### src/rtl/csdma_pkg.sv
package csdma_pkg;
  // Sequencer steps; G/H/J/K form the stolen transfer
  typedef enum logic [2:0] {
    ST_SYNC,  // processor running, sync step arbitration
    ST_G,     // select device, advance pointer
    ST_H,     // fetch end word
    ST_J,     // one-word bus transfer
    ST_K,     // compare and re-arbitrate
    ST_EOR,   // end-of-range step, select held
    ST_HOLD   // block mode: processor held, sync steps repeat
  } step_e;
endpackage

### src/rtl/csdma_prio.sv
module csdma_prio #(
  parameter int NCH = 8,
  parameter int CW  = $clog2(NCH)
) (
  input  logic [NCH-1:0] req,
  output logic           hit,
  output logic [CW-1:0]  idx
);
  // lowest index wins: scan downwards so the last match is the smallest
  always_comb begin
    hit = |req;
    idx = '0;
    for (int i = NCH - 1; i >= 0; i--) begin
      if (req[i]) idx = CW'(i);
    end
  end
endmodule

### src/rtl/csdma_memmux.sv
module csdma_memmux
  import csdma_pkg::*;
#(
  parameter int NCH  = 8,
  parameter int AW   = 8,
  parameter int DW   = 16,
  parameter int BASE = 240,
  parameter int CW   = $clog2(NCH)
) (
  input  step_e          st,
  input  logic           ph,
  input  logic [CW-1:0]  ch,
  input  logic           dir_out,
  input  logic [AW-1:0]  ptr,
  input  logic [DW-1:0]  rdata,
  input  logic [DW-1:0]  din,
  output logic           re,
  output logic           we,
  output logic [AW-1:0]  addr,
  output logic [DW-1:0]  wdata,
  output logic [DW-1:0]  dout,
  output logic           rrl,
  output logic           otp
);
  logic [AW-1:0] slot;
  assign slot = AW'(BASE) + AW'({ch, 1'b0});

  always_comb begin
    re    = 1'b0;
    we    = 1'b0;
    addr  = slot;
    wdata = '0;
    dout  = '0;
    rrl   = 1'b0;
    otp   = 1'b0;
    case (st)
      ST_G: begin
        // phase 0 reads the pointer, phase 1 writes it back advanced
        if (!ph) re = 1'b1;
        else begin
          we    = 1'b1;
          wdata = rdata + DW'(1);
        end
      end
      ST_H: begin
        addr = slot + AW'(1);
        re   = !ph;
      end
      ST_J: begin
        addr = ptr;
        if (dir_out) begin
          re = !ph;
          if (ph) begin
            otp  = 1'b1;
            rrl  = 1'b1;
            dout = rdata;
          end
        end else if (ph) begin
          we    = 1'b1;
          wdata = din;
          rrl   = 1'b1;
        end
      end
      default: ;
    endcase
  end
endmodule

### src/rtl/csdma_seq.sv
module csdma_seq
  import csdma_pkg::*;
#(
  parameter int NCH  = 8,
  parameter int AW   = 8,
  parameter int DW   = 16,
  parameter int BASE = 240
) (
  input  logic           clk,
  input  logic           rst,
  input  logic [NCH-1:0] req_i,
  input  logic [NCH-1:0] blk_en_i,
  input  logic [NCH-1:0] dir_i,
  input  logic           stop_i,
  input  logic           grant_i,
  output logic           steal_req_o,
  output logic           hold_o,
  output logic [NCH-1:0] dsel_o,
  output logic           erl_o,
  output logic           rrl_o,
  output logic           otp_o,
  input  logic [DW-1:0]  io_din_i,
  output logic [DW-1:0]  io_dout_o,
  output logic           mem_re_o,
  output logic           mem_we_o,
  output logic [AW-1:0]  mem_addr_o,
  output logic [DW-1:0]  mem_wdata_o,
  input  logic [DW-1:0]  mem_rdata_i
);
  localparam int CW = $clog2(NCH);

  step_e          st;
  logic           ph;
  logic           pend_v;
  logic [CW-1:0]  pend_ch;
  logic [CW-1:0]  ch_q;
  logic           dir_q;
  logic           blk_q;
  logic           cool_q;
  logic [DW-1:0]  ptr_q;
  logic [DW-1:0]  end_q;

  logic           sel_live;
  logic [NCH-1:0] sel_vec;
  logic [NCH-1:0] kmask;
  logic [NCH-1:0] avail;
  logic           win_v;
  logic [CW-1:0]  win_ch;

  assign sel_live = (st != ST_SYNC) && (st != ST_HOLD);

  for (genvar c = 0; c < NCH; c++) begin : g_sel
    assign sel_vec[c] = sel_live && (ch_q == CW'(c));
    assign kmask[c]   = (st == ST_K) && (ch_q == CW'(c));
  end

  // served channel is masked at K; first sync step after a release is quiet
  assign avail = req_i & ~kmask & {NCH{!cool_q}};

  csdma_prio #(.NCH(NCH), .CW(CW)) u_prio (
    .req (avail),
    .hit (win_v),
    .idx (win_ch)
  );

  always_ff @(posedge clk) begin
    if (rst) begin
      st      <= ST_SYNC;
      ph      <= 1'b0;
      pend_v  <= 1'b0;
      pend_ch <= '0;
      ch_q    <= '0;
      dir_q   <= 1'b0;
      blk_q   <= 1'b0;
      cool_q  <= 1'b0;
      ptr_q   <= '0;
      end_q   <= '0;
    end else begin
      ph <= ~ph;
      case (st)
        ST_SYNC: begin
          if (!ph) begin
            pend_v  <= win_v;
            pend_ch <= win_ch;
          end else begin
            cool_q <= 1'b0;
            pend_v <= 1'b0;
            if (pend_v && grant_i) begin
              st    <= ST_G;
              ch_q  <= pend_ch;
              dir_q <= dir_i[pend_ch];
              blk_q <= blk_en_i[pend_ch];
            end
          end
        end
        ST_G: if (ph) begin
          ptr_q <= mem_rdata_i + DW'(1);
          st    <= ST_H;
        end
        ST_H: if (ph) begin
          end_q <= mem_rdata_i;
          st    <= ST_J;
        end
        ST_J: if (ph) st <= ST_K;
        ST_K: begin
          if (!ph) begin
            pend_v  <= win_v;
            pend_ch <= win_ch;
          end else begin
            pend_v <= 1'b0;
            if (ptr_q == end_q) begin
              st    <= ST_EOR;
              blk_q <= 1'b0;
            end else if (pend_v) begin
              st    <= ST_G;
              ch_q  <= pend_ch;
              dir_q <= dir_i[pend_ch];
              blk_q <= blk_en_i[pend_ch];
            end else if (blk_q && !stop_i) begin
              st <= ST_HOLD;
            end else begin
              st     <= ST_SYNC;
              cool_q <= 1'b1;
            end
          end
        end
        ST_EOR: if (ph) begin
          st     <= ST_SYNC;
          cool_q <= 1'b1;
        end
        ST_HOLD: begin
          if (!ph) begin
            pend_v  <= win_v;
            pend_ch <= win_ch;
          end else begin
            pend_v <= 1'b0;
            if (pend_v) begin
              st    <= ST_G;
              ch_q  <= pend_ch;
              dir_q <= dir_i[pend_ch];
              blk_q <= blk_en_i[pend_ch];
            end else if (!blk_q) begin
              st     <= ST_SYNC;
              cool_q <= 1'b1;
            end
          end
        end
        default: st <= ST_SYNC;
      endcase
      if (stop_i) blk_q <= 1'b0;
    end
  end

  csdma_memmux #(.NCH(NCH), .AW(AW), .DW(DW), .BASE(BASE), .CW(CW)) u_mux (
    .st      (st),
    .ph      (ph),
    .ch      (ch_q),
    .dir_out (dir_q),
    .ptr     (ptr_q[AW-1:0]),
    .rdata   (mem_rdata_i),
    .din     (io_din_i),
    .re      (mem_re_o),
    .we      (mem_we_o),
    .addr    (mem_addr_o),
    .wdata   (mem_wdata_o),
    .dout    (io_dout_o),
    .rrl     (rrl_o),
    .otp     (otp_o)
  );

  assign steal_req_o = (st == ST_SYNC) && pend_v;
  assign hold_o      = (st != ST_SYNC);
  assign dsel_o      = sel_vec;
  assign erl_o       = (st == ST_EOR);
endmodule

### config.mk
export PLATFORM = sky130hd
export DESIGN_NAME = csdma_seq
export DESIGN_NICKNAME = d
export VERILOG_FILES = /design/src/rtl/csdma_pkg.sv /design/src/rtl/csdma_prio.sv /design/src/rtl/csdma_memmux.sv /design/src/rtl/csdma_seq.sv
export SDC_FILE = /design/constraint.sdc
export NUM_CORES = 1
export LEC_CHECK = 0
export ABC_CLOCK_PERIOD_IN_PS = 3400
export CAP_MARGIN = 10
export CORE_ASPECT_RATIO = 0.8
export CORE_UTILIZATION = 47
export DETAILED_ROUTE_END_ITERATION = 6
export PLACE_DENSITY = 0.81
export REMOVE_ABC_BUFFERS = 1
export SYNTH_ARGS = -nofsm -noshare
export SYNTH_HDL_FRONTEND = slang
export SYNTH_HIERARCHICAL = 1
export SYNTH_SLANG_ARGS = --single-unit
### constraint.sdc
create_clock -name clk -period 3.4 [get_ports clk]
set_clock_uncertainty 0.2 [all_clocks]
set_input_delay 0.51 -clock clk [delete_from_list [all_inputs] [get_ports clk]]
set_output_delay 0.51 -clock clk [all_outputs]
set_load 0.01 [all_outputs]
==> results.sh, run 1 <==
export IMPL_area_added_between_synthesis_and_finish_pct=40.4
export IMPL_final_nets=618
export IMPL_setup_tns_ns=0
export IMPL_critPathKind="in -> out"
export IMPL_io_buffers=114
export IMPL_cts_sinks=46
export IMPL_yosysWarningCount=6
export IMPL_r2r_start="st[1]"
export IMPL_power_share_switching_pct=28.7
export IMPL_drive_above_1_share_pct=12.2
export IMPL_worst_r2r_cell_count=9
export IMPL_fin_util_pct=70.2
export IMPL_critical_path_max_fanout=6
export IMPL_ff2ff_setup_slack_ns=0.64
export IMPL_ios=115
export IMPL_largest_net_degree_at_the_start_of_global_routing=36
export IMPL_power_share_sequential_pct=43.5
export IMPL_cap_viol_max_count=0
export IMPL_cp_required_ns=2.69
export IMPL_post_synth_edffs=0
export IMPL_max_buffers_root_to_sink=2
export IMPL_final_area_um2=4950
export IMPL_crit_end="mem_wdata_o[11]"
export IMPL_fp_coreArea_um2=7060
export IMPL_avgViaCountPerCell=5.78
export IMPL_start_util_pct=50.0
export IMPL_data_arrival_time_at_the_worst_slack_endpoint_ns=2.61
export IMPL_asyncSetResetFlopFracSynth_pct=0
export IMPL_synthFlopType="dfxtp_1"
export IMPL_period_minus_slack_ns=3.32
export IMPL_synth_seq_cells=46
export IMPL_ir_worst_vdd_mv=0.171
export IMPL_syn_area_per_cell_um2=8.04
export IMPL_power_combinational_fraction_pct=23.1
export IMPL_detail_route_wl_per_cell_um=16.8
export IMPL_grt_resource_usage_total_pct=28.3
export IMPL_cts_reportedPaths_clkPinSlew_ns=0.09
export IMPL_initialDrtViolationCount=289
export IMPL_number_of_antenna_violations_at_the_first_check_in_global_routing=0
export IMPL_drt_drc_violations_left=0
export IMPL_fp_row_count=27
export IMPL_detailroute_via_count=3723
export IMPL_fin_hold_viols=0
export IMPL_overflow=0
export IMPL_power_internal_uw=925
export IMPL_slew_viol_final=0
export IMPL_power_density_cell_area_nw_per_um2=262
export IMPL_design_die_area_um2=7860
export IMPL_synthesis_area_um2=3530
export IMPL_critPathLaunch="mem_rdata_i[3]"
export IMPL_worstMarginPinSlew_ns=0.700
export IMPL_synth_distinct_cells=65
export IMPL_dp_hpwl_um=8340
export IMPL_ys_top_cells_by_count="nand2_1 (52), dfxtp_1 (46), nor2_1 (43), xnor2_1 (24), a21oi_1 (22)"
export IMPL_htree_levels=2
export IMPL_fp_dieW_um=98.9
export IMPL_synth_sequential_area_ratio_pct=26.1
export IMPL_placement_cell_area_um2=4810
export IMPL_ctsRootBufferMaster="clkbuf_8"
export IMPL_wire_length_of_the_first_global_routing_pass_um=17700
export IMPL_cts_tree="built"
export IMPL_gp_congestion=0.864
export IMPL_timing_max_slew_rel_slack_pct=52.9
export IMPL_worstHoldPathType="reg -> reg"
export IMPL_clockPowerShare_pct=33.4
export IMPL_synth_top_cells_by_area="dfxtp_1 (26%), xnor2_1 (6.0%), nand2_1 (5.5%)"
export IMPL_synth_cells=439
export IMPL_die_y_um=79.5
export IMPL_route_antenna_remaining_nets=0
export IMPL_synth_largest_area_cell="dfxtp_1"
export IMPL_netSwitchingPower_uw=373
export IMPL_finalSetupViolCount=0
export IMPL_detail_route_wirelength_um=10800
export IMPL_run_status="complete, no violations"
export IMPL_grt_pass1_vias=3571
export IMPL_critical_path_reg2reg_endpoint="pend_v"
export IMPL_dr_pass1_iters=5
export IMPL_rsz0062_at_grt="no"
export IMPL_synthMostInstantiatedCell="nand2_1"
export IMPL_yosysTopAreaCellShare_pct=26.1
export IMPL_setup_fix_bufs_post_cts=0
export IMPL_kind_of_start_point_of_the_critical_path="input pin"
export IMPL_timing_hold_ws_ns=0.276
export IMPL_cp_end_kind="output port"
export IMPL_ant_cells=0
export IMPL_max_freq_ghz=0.301
export IMPL_final_min_period_over_clock_period_pct=97.6
export IMPL_power_static_leakage_uw=0.00174
export IMPL_cts_buffers=5
export IMPL_clk_latency_ns=0.32
==> cell usage in the layout, fill, tap and decap left out, drive strengths merged, types with 3 or more instances in the layout <==
| cell type | n |
|---|---|
| nand2 | 54 |
| dfxtp | 46 |
| or2 | 4 |
| nor4 | 13 |
| mux2 | 3 |
| nor3 | 15 |
| and2 | 17 |
| nand3 | 14 |
| mux2i | 7 |
| nand4 | 12 |
| buf | 24 |
| xnor2 | 24 |
| o221ai | 3 |
| clkbuf | 5 |
| a211oi | 14 |
| o21ai | 8 |
| inv | 13 |
| a21oi | 22 |
| clkdlybuf4s50 | 113 |
| a31oi | 4 |
| nor2 | 44 |
| nor3b | 11 |
| mux4 | 4 |
| nand2b | 3 |
| xor2 | 20 |
| a22o | 17 |
| a21boi | 3 |
| nor2b | 9 |
==> layer usage <==
layer / up-vias / wire length [um] / global-route usage, % / share of wire, %
met4: 0 / 98 / 5.52 / 0.91
met1: 1738 / 5080 / 40.7 / 47
li1: 1804 / - / - / -
met3: 12 / 926 / 5.43 / 8.6
met2: 169 / 4700 / 43.8 / 44
met5: - / 0 / 0 / 0
==> worst max-delay path, cell delays in order <==
cell,delay (ns)
clkdlybuf4s50_1,0.65
nand4_4,0.23
nor4_2,0.32
xor2_1,0.20
a22o_1,0.16
clkdlybuf4s50_1,0.54
==> how the worst min path moves through the flow <==
| stage | from | endpoint | slack (ns) | depth (start not counted) |
|---|---|---|---|---|
| after floorplan | end_q[0] | end_q[0] | 0.24 | 2 |
| after global placement | end_q[3] | end_q[3] | 0.25 | 2 |
| after detailed placement | end_q[3] | end_q[3] | 0.26 | 2 |
| after CTS | end_q[3] | end_q[3] | 0.27 | 2 |
| after global routing | end_q[15] | end_q[15] | 0.29 | 2 |
| final | end_q[3] | end_q[3] | 0.28 | 2 |
==> power groups by stage <==
stage	Sequential (uW)	Clock [uW]	Combinational, uW
floorplan	577	0	126
global placement	576	0	289
CTS	565	435	296
detailed placement	577	0	295
finish	565	433	300
global route	567	460	324
==> registers in the layout, summed over array words and instances (netlist names) <==
signal	cells
end_q	16
st	3
ch_q	3
ptr_q	16
pend_ch	3
blk_q	1
cool_q	1
pend_v	1
dir_q	1
ph	1
==> final cells by class <==
| cell class | instances | area (um^2) |
|---|---|---|
| Timing Repair Buffer | 138 | 1320 |
| Tap cell | 87 | 109 |
| Multi-Input combinational cell | 353 | 2440 |
| Inverter | 12 | 45.0 |
| Clock inverter | 3 | 48.8 |
| Fill cell | 552 | 2110 |
| Sequential cell | 46 | 921 |
| Clock buffer | 5 | 68.8 |
==> what timing repair did <==
action | in CTS | in global routing
hold buffers | 0 | 0
gates resized for setup | 0 | 4
setup endpoints to repair | 0 | 3
==> metrics by stage <==
step | setup WS, ns | power [uW] | instances
5_1_grt | 0.0129 | 1350 | 644
3_5_place_dp | 0.0818 | 872 | 636
6_report | 0.0823 | 1300 | 644
2_1_floorplan | 0.893 | 703 | 411
4_1_cts | 0.0852 | 1300 | 644
3_3_place_gp | 0.107 | 865 | 636
==> cell families after synthesis <==
logic type / Yosys count / share of synthesized area [%]
AOI/OAI and AO/OA: 87 / 17.6
and+or+nand+nor: 206 / 33.7
DFF: 46 / 26.1
adders and majority gates: 2 / 0.709
buffers and inverters: 40 / 5.50
xor gates and xnor gates: 44 / 10.9
muxes: 14 / 5.50
Note: power is estimated with default switching activity, not from simulation.
==> run 2: changes to the inputs <==
TNS_END_PERCENT = 50   (was default)
==> run 2 against run 1 <==
  * Fmax decreased by 0.20%
  * Non-clock buffer count unchanged
  * Core utilization is 0.28 points lower
  * Clock-buffer cell count did not move
  * Sequential power about the same
  * Power is essentially flat
  * Critical path depth unchanged
  * Final area down 0.40%
  * Hold slack got worse by 0.00071 ns
==> results.sh, run 2 (synthesized netlist as in run 1, its figures left out) <==
export IMPL_run_status="complete, no violations"
export IMPL_cts_sinks=46
export IMPL_clk_latency_ns=0.32
export IMPL_dpl_cell_count=636
export IMPL_rsz0062_at_grt="yes"
export IMPL_detail_route_wl_per_cell_um=16.9
export IMPL_ff2ff_setup_slack_ns=0.64
export IMPL_slew_viol_final=0
export IMPL_worstHoldPathType="reg -> reg"
export IMPL_max_freq_ghz=0.301
export IMPL_power_share_switching_pct=28.7
export IMPL_kind_of_start_point_of_the_critical_path="input pin"
export IMPL_fp_row_count=27
export IMPL_worst_r2r_cell_count=9
export IMPL_detailroute_via_count=3738
export IMPL_cts_buffers=5
export IMPL_cp_required_ns=2.69
export IMPL_critical_path_max_fanout=6
export IMPL_timing_hold_ws_ns=0.275
export IMPL_detail_route_wirelength_um=10900
export IMPL_wire_length_of_the_first_global_routing_pass_um=17700
export IMPL_number_of_antenna_violations_at_the_first_check_in_global_routing=0
export IMPL_clockPowerShare_pct=33.4
export IMPL_gp_congestion=0.864
export IMPL_crit_chain="clkdlybuf4s50_1 > nand4_4 > nor4_2 > xor2_1 > a22o_1 > clkdlybuf4s50_1"
export IMPL_cts_hold_buffers=0
export IMPL_worstMarginPinSlew_ns=0.688
export IMPL_ios=115
export IMPL_layout_cells_non_filler=644
export IMPL_hold_path_depth=2
export IMPL_design_die_area_um2=7860
export IMPL_final_nets=618
export IMPL_dr_pass1_iters=5
export IMPL_io_buffers=114
export IMPL_avgViaCountPerCell=5.80
export IMPL_power_density_cell_area_nw_per_um2=263
export IMPL_cts_tree="built"
export IMPL_fp_dieW_um=98.9
export IMPL_cp_end_kind="output port"
export IMPL_crit_top_cell="clkdlybuf4s50_1"
export IMPL_fin_hold_viols=0
export IMPL_area_added_between_synthesis_and_finish_pct=39.8
export IMPL_start_util_pct=50.0
export IMPL_ir_worst_vdd_mv=0.171
export IMPL_ant_cells=0
export IMPL_max_buffers_root_to_sink=2
export IMPL_period_minus_slack_ns=3.32
export IMPL_layout_common_cells="clkdlybuf4s50_1 (114), nand2_1 (52), dfxtp_1 (46), nor2_1 (43)"
export IMPL_final_common_cell="clkdlybuf4s50_1"
export IMPL_layout_top_registers="end_q (16), ptr_q (16)"
export IMPL_data_arrival_time_at_the_worst_slack_endpoint_ns=2.61
export IMPL_dp_hpwl_um=8340
export IMPL_power_static_leakage_uw=0.00171
export IMPL_overflow=0
export IMPL_initialDrtViolationCount=316
export IMPL_drt_drc_violations_left=0
export IMPL_final_area_um2=4930
export IMPL_ctsRootBufferMaster="clkbuf_8"
export IMPL_placement_cell_area_um2=4810
export IMPL_largest_net_degree_at_the_start_of_global_routing=36
export IMPL_cts_reportedPaths_clkPinSlew_ns=0.09
export IMPL_timing_max_slew_rel_slack_pct=53.8
export IMPL_htree_levels=2
export IMPL_finalSetupViolCount=0
export IMPL_die_y_um=79.5
export IMPL_critical_path_slowest_cell="clkdlybuf4s50_1"
export IMPL_drive_above_1_share_pct=12.2
export IMPL_final_min_period_over_clock_period_pct=97.8
export IMPL_cap_viol_max_count=0
export IMPL_power_combinational_fraction_pct=23.1
export IMPL_cp_slowest_stage_delay_ns=0.64
export IMPL_fp_coreArea_um2=7060
export IMPL_critPathKind="in -> out"
export IMPL_netSwitchingPower_uw=372
export IMPL_route_antenna_remaining_nets=0
export IMPL_grt_pass1_vias=3571
export IMPL_power_internal_uw=925
export IMPL_power_share_sequential_pct=43.5
export IMPL_grt_resource_usage_total_pct=28.3
-- run 2: critical path, delay by kind of cell --
kind,cells,cell delay (ns)
XOR/XNOR,1,0.18
buffers and inverters,2,1.17
AO/OA/AOI/OAI,1,0.15
AND/OR/NAND/NOR,2,0.59
-- run 2: final cells by class --
class	count	area, um^2
multi-input combinational	353	2420
fill	561	2130
timing repair buffer	138	1320
sequential	46	921
tap	87	109
clock buffer	5	68.8
clock inverter	3	48.8
inverter	12	45.0
-- run 2: power groups by stage --
stage,logic (uW),clock network [uW],registers [uW]
floorplan,126,0,577
global placement,289,0,576
CTS,296,435,565
finish,300,433,565
global route,323,460,567
detailed placement,295,0,577
-- run 2: per-stage QoR --
stage	utilization, %	total power, uW	setup slack [ns]	setup TNS (ns)
after floorplan	-	703	0.893	0
after global placement	68.1	865	0.107	0
after detailed placement	68.1	872	0.0818	0
after CTS	69.8	1300	0.0852	0
after global routing	69.9	1350	-0.0357	-0.0497
final	69.9	1300	0.0758	0
-- run 2: worst paths after layout --
kind / start / end
hold reg to reg: end_q[3] / end_q[3]
hold / removal: end_q[3] / end_q[3]
setup reg to reg: st[1] / pend_v
setup / recovery: mem_rdata_i[3] / mem_wdata_o[13]
-- run 2: timing repair --
item,in CTS,in global routing
endpoints found under the hold margin,0,0
gates resized for setup,0,1
setup endpoints to repair,0,3
buffers inserted,0,0
-- run 2: per-layer routing --
layer / share of wire (%) / vias up / track usage [%] / wire length, um
met5: 0 / - / 0 / 0
met3: 9.0 / 11 / 5.43 / 977
met2: 44 / 191 / 43.8 / 4740
met1: 46 / 1732 / 40.7 / 5050
li1: - / 1804 / - / -
met4: 1.1 / 0 / 5.52 / 116
